### config.mk
export PLATFORM = sky130hd
export DESIGN_NAME = wp_guard
export DESIGN_NICKNAME = d
export VERILOG_FILES = /design/src/rtl/wp_guard_pkg.sv /design/src/rtl/wp_guard_verdict.sv /design/src/rtl/wp_guard_bank.sv /design/src/rtl/wp_guard.sv
export SDC_FILE = /design/constraint.sdc
export NUM_CORES = 1
export LEC_CHECK = 0
export BUFFER_PORTS_ARGS = -buffer_cell sky130_fd_sc_hd__buf_4
export CORE_UTILIZATION = 48
export CTS_BUF_LIST = sky130_fd_sc_hd__clkbuf_8
export CTS_CLUSTER_SIZE = 24
export DETAILED_ROUTE_END_ITERATION = 8
export PLACE_DENSITY = 0.94
export SYNTH_ARGS = -nofsm -noshare
export SYNTH_HDL_FRONTEND = slang
export SYNTH_SLANG_ARGS = --single-unit
### constraint.sdc
create_clock -name clk -period 3.97 [get_ports clk]
set_input_delay 0.397 -clock clk [delete_from_list [all_inputs] [get_ports clk]]
set_output_delay 0.397 -clock clk [all_outputs]
set_load 0.03 [all_outputs]
### src/rtl/wp_guard_pkg.sv
package wp_guard_pkg;

    typedef enum logic [2:0] {
        OP_WREN   = 3'd0,
        OP_WRDI   = 3'd1,
        OP_PROG   = 3'd2,
        OP_ERASE  = 3'd3,
        OP_CHIP   = 3'd4,
        OP_PROT   = 3'd5,
        OP_UNPROT = 3'd6,
        OP_WRSR   = 3'd7
    } op_e;

    typedef struct packed {
        logic grant;
        logic deny;
        logic wel_set;
        logic wel_clr;
        logic busy_set;
        logic sect_set;
        logic sect_clr;
        logic glob_set;
        logic glob_clr;
        logic lock_wr;
        logic lock_val;
    } verdict_t;

    localparam logic [3:0] GLOB_ALL_ON  = 4'b1111;
    localparam logic [3:0] GLOB_ALL_OFF = 4'b0000;

    function automatic logic op_needs_array(op_e op);
        return (op == OP_PROG) || (op == OP_ERASE) || (op == OP_CHIP);
    endfunction

    function automatic logic op_needs_wel(op_e op);
        return (op != OP_WREN) && (op != OP_WRDI);
    endfunction

endpackage

### src/rtl/wp_guard_verdict.sv
module wp_guard_verdict
    import wp_guard_pkg::*;
(
    input  op_e         op,
    input  logic        ok,
    input  logic        wel,
    input  logic        lock,
    input  logic        wp_act,
    input  logic [7:0]  sr_data,
    input  logic        tgt_prot,
    input  logic        any_prot,
    output verdict_t    v
);

    logic [3:0] glob_code;
    assign glob_code = sr_data[5:2];

    always_comb begin
        v = '0;
        if (!ok) begin
            if (op_needs_wel(op))   v.wel_clr = 1'b1;
            if (op_needs_array(op)) v.deny    = 1'b1;
        end else begin
            unique case (op)
                OP_WREN: v.wel_set = 1'b1;
                OP_WRDI: v.wel_clr = 1'b1;
                OP_PROG, OP_ERASE: begin
                    if (wel && !tgt_prot) begin
                        v.grant    = 1'b1;
                        v.busy_set = 1'b1;
                    end else begin
                        v.deny    = 1'b1;
                        v.wel_clr = 1'b1;
                    end
                end
                OP_CHIP: begin
                    if (wel && !any_prot) begin
                        v.grant    = 1'b1;
                        v.busy_set = 1'b1;
                    end else begin
                        v.deny    = 1'b1;
                        v.wel_clr = 1'b1;
                    end
                end
                OP_PROT, OP_UNPROT: begin
                    if (wel) begin
                        v.wel_clr = 1'b1;
                        if (!lock) begin
                            v.sect_set = (op == OP_PROT);
                            v.sect_clr = (op == OP_UNPROT);
                        end
                    end
                end
                OP_WRSR: begin
                    if (wel) begin
                        v.wel_clr = 1'b1;
                        if (!lock) begin
                            v.lock_wr  = 1'b1;
                            v.lock_val = sr_data[7];
                            v.glob_set = (glob_code == GLOB_ALL_ON);
                            v.glob_clr = (glob_code == GLOB_ALL_OFF);
                        end else if (!wp_act) begin
                            v.lock_wr  = 1'b1;
                            v.lock_val = sr_data[7];
                        end
                    end
                end
                default: v = '0;
            endcase
        end
    end

endmodule

### src/rtl/wp_guard_bank.sv
module wp_guard_bank #(
    parameter int NUM_SECT = 4
) (
    input  logic                        clk,
    input  logic                        rst,
    input  logic [$clog2(NUM_SECT)-1:0] idx,
    input  logic                        set_one,
    input  logic                        clr_one,
    input  logic                        glob_set,
    input  logic                        glob_clr,
    output logic [NUM_SECT-1:0]         prot
);

    generate
        for (genvar s = 0; s < NUM_SECT; s++) begin : g_sect
            logic hit;
            assign hit = (idx == s[$clog2(NUM_SECT)-1:0]);
            always_ff @(posedge clk) begin
                if (rst)                       prot[s] <= 1'b1;
                else if (glob_set)             prot[s] <= 1'b1;
                else if (glob_clr)             prot[s] <= 1'b0;
                else if (hit && set_one)       prot[s] <= 1'b1;
                else if (hit && clr_one)       prot[s] <= 1'b0;
            end
        end
    endgenerate

    // at most one kind of protection update per cycle
    a_r8_one_update: assert property (@(posedge clk) disable iff (rst)
        $onehot0({set_one, clr_one, glob_set, glob_clr}));

    // global protect leaves every sector protected
    a_r8_glob_on: assert property (@(posedge clk) disable iff (rst)
        glob_set |=> (&prot));

    // global unprotect leaves every sector open
    a_r8_glob_off: assert property (@(posedge clk) disable iff (rst)
        glob_clr |=> (prot == '0));

endmodule

### src/rtl/wp_guard.sv
module wp_guard
    import wp_guard_pkg::*;
#(
    parameter int NUM_SECT = 4,
    parameter int ADDR_W   = 18
) (
    input  logic                clk,
    input  logic                rst,
    input  logic                cmd_req,
    input  logic [2:0]          cmd_op,
    input  logic [ADDR_W-1:0]   cmd_addr,
    input  logic                cmd_fin,
    input  logic                cmd_ok,
    input  logic                wp_act,
    input  logic [7:0]          sr_data,
    input  logic                op_done,
    output logic                grant,
    output logic                deny,
    output logic [7:0]          status,
    output logic [NUM_SECT-1:0] sect_prot
);

    localparam int SECT_W = $clog2(NUM_SECT);

    logic              pend_v;
    op_e               pend_op;
    logic [ADDR_W-1:0] pend_addr;
    logic              wel_q, lock_q, busy_q;
    logic              grant_q, deny_q;
    logic              fire;
    logic [SECT_W-1:0] tgt_idx;
    verdict_t          vd;

    assign fire    = cmd_fin && pend_v && !busy_q;
    assign tgt_idx = pend_addr[ADDR_W-1 -: SECT_W];

    always_ff @(posedge clk) begin
        if (rst) begin
            pend_v    <= 1'b0;
            pend_op   <= OP_WREN;
            pend_addr <= '0;
        end else begin
            if (cmd_fin) pend_v <= 1'b0;
            if (cmd_req && !busy_q) begin
                pend_v    <= 1'b1;
                pend_op   <= op_e'(cmd_op);
                pend_addr <= cmd_addr;
            end
        end
    end

    wp_guard_verdict u_verdict (
        .op       (pend_op),
        .ok       (cmd_ok),
        .wel      (wel_q),
        .lock     (lock_q),
        .wp_act   (wp_act),
        .sr_data  (sr_data),
        .tgt_prot (sect_prot[tgt_idx]),
        .any_prot (|sect_prot),
        .v        (vd)
    );

    wp_guard_bank #(.NUM_SECT(NUM_SECT)) u_bank (
        .clk      (clk),
        .rst      (rst),
        .idx      (tgt_idx),
        .set_one  (fire && vd.sect_set),
        .clr_one  (fire && vd.sect_clr),
        .glob_set (fire && vd.glob_set),
        .glob_clr (fire && vd.glob_clr),
        .prot     (sect_prot)
    );

    always_ff @(posedge clk) begin
        if (rst) begin
            wel_q   <= 1'b0;
            lock_q  <= 1'b0;
            busy_q  <= 1'b0;
            grant_q <= 1'b0;
            deny_q  <= 1'b0;
        end else begin
            grant_q <= fire && vd.grant;
            deny_q  <= fire && vd.deny;
            if (busy_q && op_done) begin
                busy_q <= 1'b0;
                wel_q  <= 1'b0;
            end else if (fire) begin
                if (vd.busy_set)     busy_q <= 1'b1;
                if (vd.wel_set)      wel_q  <= 1'b1;
                else if (vd.wel_clr) wel_q  <= 1'b0;
                if (vd.lock_wr)      lock_q <= vd.lock_val;
            end
        end
    end

    assign grant  = grant_q;
    assign deny   = deny_q;
    assign status = {lock_q, 5'b00000, wel_q, busy_q};

    // grant and deny are exclusive
    a_r3_excl: assert property (@(posedge clk) disable iff (rst)
        !(grant_q && deny_q));

    // a grant needs the write-enable latch set beforehand
    a_r3_grant_wel: assert property (@(posedge clk) disable iff (rst)
        grant_q |-> $past(wel_q));

    // a deny leaves the latch and busy cleared
    a_r4_deny_clear: assert property (@(posedge clk) disable iff (rst)
        deny_q |-> (!wel_q && !busy_q));

    // busy only rises together with a grant
    a_r5_busy_rise: assert property (@(posedge clk) disable iff (rst)
        $rose(busy_q) |-> grant_q);

    // sector bits hold while busy
    a_r6_busy_hold: assert property (@(posedge clk) disable iff (rst)
        $past(busy_q) |-> $stable(sect_prot));

    // sector bits frozen while the lock is held
    a_r9_lock_freeze: assert property (@(posedge clk) disable iff (rst)
        $past(lock_q) |-> $stable(sect_prot));

    // lock cannot fall while the write-protect pin is asserted
    a_r9_wp_lock: assert property (@(posedge clk) disable iff (rst)
        ($past(wp_act) && $past(lock_q)) |-> lock_q);

endmodule

==> reports/metrics.yaml <==
status: "complete, no violations"
worstSetupEndpointType: "flop"
drv_cap: 0
io_pins: 50
cts_tree: "built"
use_met1_pct: 24.7
grt.busiest_layer: "met2"
endpoint: "u_bank.prot[0]"
pre_cts_slack_ps: 2120
power.density_mw_per_mm2: 303
cts_max_path_buffers: 2
via_count: 850
power.leakage_uw: 0.000419
synth_xor_area_share_pct: 0
overflow: 0
dr.pass1.iters: 6
seq_area_um2: 300
clock_latency_ps: 240
grt_util_met3_pct: 4.00
grt_max_degree: 14
syn_avg_cell_area_um2: 8.46
n_fill_cell: 157
ff2ff_setup_slack_ps: 2300
finalSetupViolations: 0
drt-initial-drc-count: 22
hpwl_mm: 1.40
hold_viol: 0
fin_cells: 149
synth_seq_cells: 15
rsz0062_at_grt: "no"
fp.dieH_um: 44.8
cp_max_fo: 7
clkPwrFrac_pct: 36.3
start_util_pct: 50.9
cts_setup_buffers: 0
yosys-mux-area-fraction_pct: 7.11
h-tree-depth: 1
dieArea_mm2: 0.00201
finalCritPeriodShare_pct: 42.2
combPwrFrac_pct: 13.5
met2_usage_pct: 33.8
drt-total-wl_mm: 1.91
die_w_um: 44.8
fin_nets: 161
switching_power_uw: 82.8
yosysWarnings: 0
fin_tns_setup_ps: 0
cts_resized: 0
layout_setup_ws_ps: 2300
numPortBuffers: 25
wl_per_cell_um: 12.8
area.growth.synth_to_final_pct: 22.2
critPathArrivalTime_ps: 1780
synthAdderAreaFrac_pct: 0
synth_enable_flop_cells: 0
ir_worst_vdd_mv: 0.150
async_flop_share_pct: 0
fmax_ghz: 0.597
setup.worst_path.class: "flop to flop"
slew_headroom_pct: 56.7
hold_buffers: 0
antenna_found_initial: 0
worstRegToRegCells: 4
multiInputGateArea_um2: 503
grt_use_total_pct: 20.5
num_antenna_cells: 0
drtAntennaViolNets: 0
synth-compound-area-share_pct: 19.9
rr_endpoint: "u_bank.prot[0]"
layout_commonest_cell: "buf_4"
syn_area_um2: 880
holdWs_ps: 385
start_kind: "flop"
fp-row-count: 15
root_buffer: "clkbuf_8"
synth_cell_types: 34
p_sw_share_pct: 25.4
core_area_mm2: 0.00173
synthCells: 104
vias_per_cell: 5.70
period_minus_slack_ps: 1670
required_ps: 4080
critPathLaunch: "busy_q"
min_path_cells: 3
cts.sinks: 15
grt_pass1_vias: 767
gp_congestion: 0.849
worstMarginPinSlew_ps: 648
synth_top_family_by_area: "simple AND/OR/NAND/NOR gates"
drcViolationCount: 0
ys_seq_area_share_pct: 34.1
grt_pass1_wl_mm: 3.13
clkTransAtPathRegs_ps: 60
placed_cells: 145
skew_ps: 4.96
hold_path_class: "primary input to flop"
synthSimpleGateAreaFrac_pct: 28.0
rr_startpoint: "busy_q"
seq_power_share_pct: 50.2
drive_gt1_share_pct: 25.0
final_cell_mix: "buf_4, nor2_1, dfxtp_1"
slew_violations: 0
synth_ff_type: "dfxtp_1"
numCtsBuffers: 3
power.internal_uw: 243
cell families (layout without fill, tap and decap cells):
logic type	after synthesis	in the layout
other cells	1	5
simple gates	43	43
flops	15	15
mux	6	6
compound gates	24	24
buf+inv	15	31
per-stage QoR:
stage	area [um^2]	util, %	total power (uW)
3_3_place_gp	1030	59.6	208
6_report	1070	62.2	326
5_1_grt	1070	62.2	339
4_1_cts	1070	62.2	327
2_1_floorplan	895	-	197
3_5_place_dp	1030	59.6	210
cell usage after synthesis (2+ instances only):
| cell | instances | share of area (%) |
|---|---|---|
| mux2_1 | 2 | 2.6 |
| o31ai_1 | 2 | 1.7 |
| nor2_1 | 15 | 6.4 |
| nor3_1 | 2 | 1.1 |
| a21oi_1 | 5 | 2.8 |
| mux2i_1 | 4 | 4.6 |
| o21ai_0 | 2 | 1.1 |
| inv_1 | 2 | 0.85 |
| o22ai_1 | 2 | 1.4 |
| nor4_1 | 3 | 2.1 |
| o211ai_1 | 6 | 5.1 |
| buf_4 | 9 | 7.7 |
| nand4_1 | 3 | 2.1 |
| dfxtp_1 | 15 | 34 |
| clkbuf_1 | 3 | 1.3 |
| nand2_1 | 6 | 2.6 |
| nand2b_1 | 4 | 2.8 |
| nor2b_1 | 2 | 1.4 |
| a211oi_1 | 2 | 1.7 |
registers in the layout, summed over array words and instances (netlist names):
name and cells:
pend_v 1, pend_op 3, wel_q 1, u_bank.prot 4, pend_addr 2, deny 1
busy_q 1, lock_q 1, grant 1
layout make-up:
type / count / share of cell area, %
clock buffer: 3 / 3.84
clock inverter: 1 / 0.349
timing repair buffer: 25 / 17.5
multi-input combinational: 78 / 46.8
tap: 25 / 2.91
inverter: 2 / 0.698
sequential: 15 / 27.9
routing by layer:
layer / vias up / routed length [um] / part of all wire [%]
met2: 38 / 950 / 50
met5: - / 0 / 0
li1: 412 / - / -
met4: 0 / 22 / 1.2
met1: 398 / 824 / 43
met3: 2 / 108 / 5.7
power by group through the flow:
stage	sequential [uW]	combinational, uW	clock, uW
CTS	163	43.8	120
floorplan	162	34.7	0
detailed placement	167	43.6	0
finish	164	43.9	119
global route	165	47.7	127
global placement	166	41.8	0
how the worst min path moves through the flow:
stage	slack (ps)	endpoint	startpoint
global placement	510	pend_v	pend_v
finish	380	pend_op[0]	cmd_op[0]
floorplan	490	busy_q	busy_q
CTS	390	pend_op[1]	cmd_op[1]
global route	400	pend_op[1]	cmd_op[1]
detailed placement	530	busy_q	busy_q
critical path: stages, from the launching register on:
cell and delay (ps):
dfxtp_1 360, nand4b_1 330, or4_4 620, o311ai_2 100, o311ai_1 130
(Power assumes the default switching activity.)
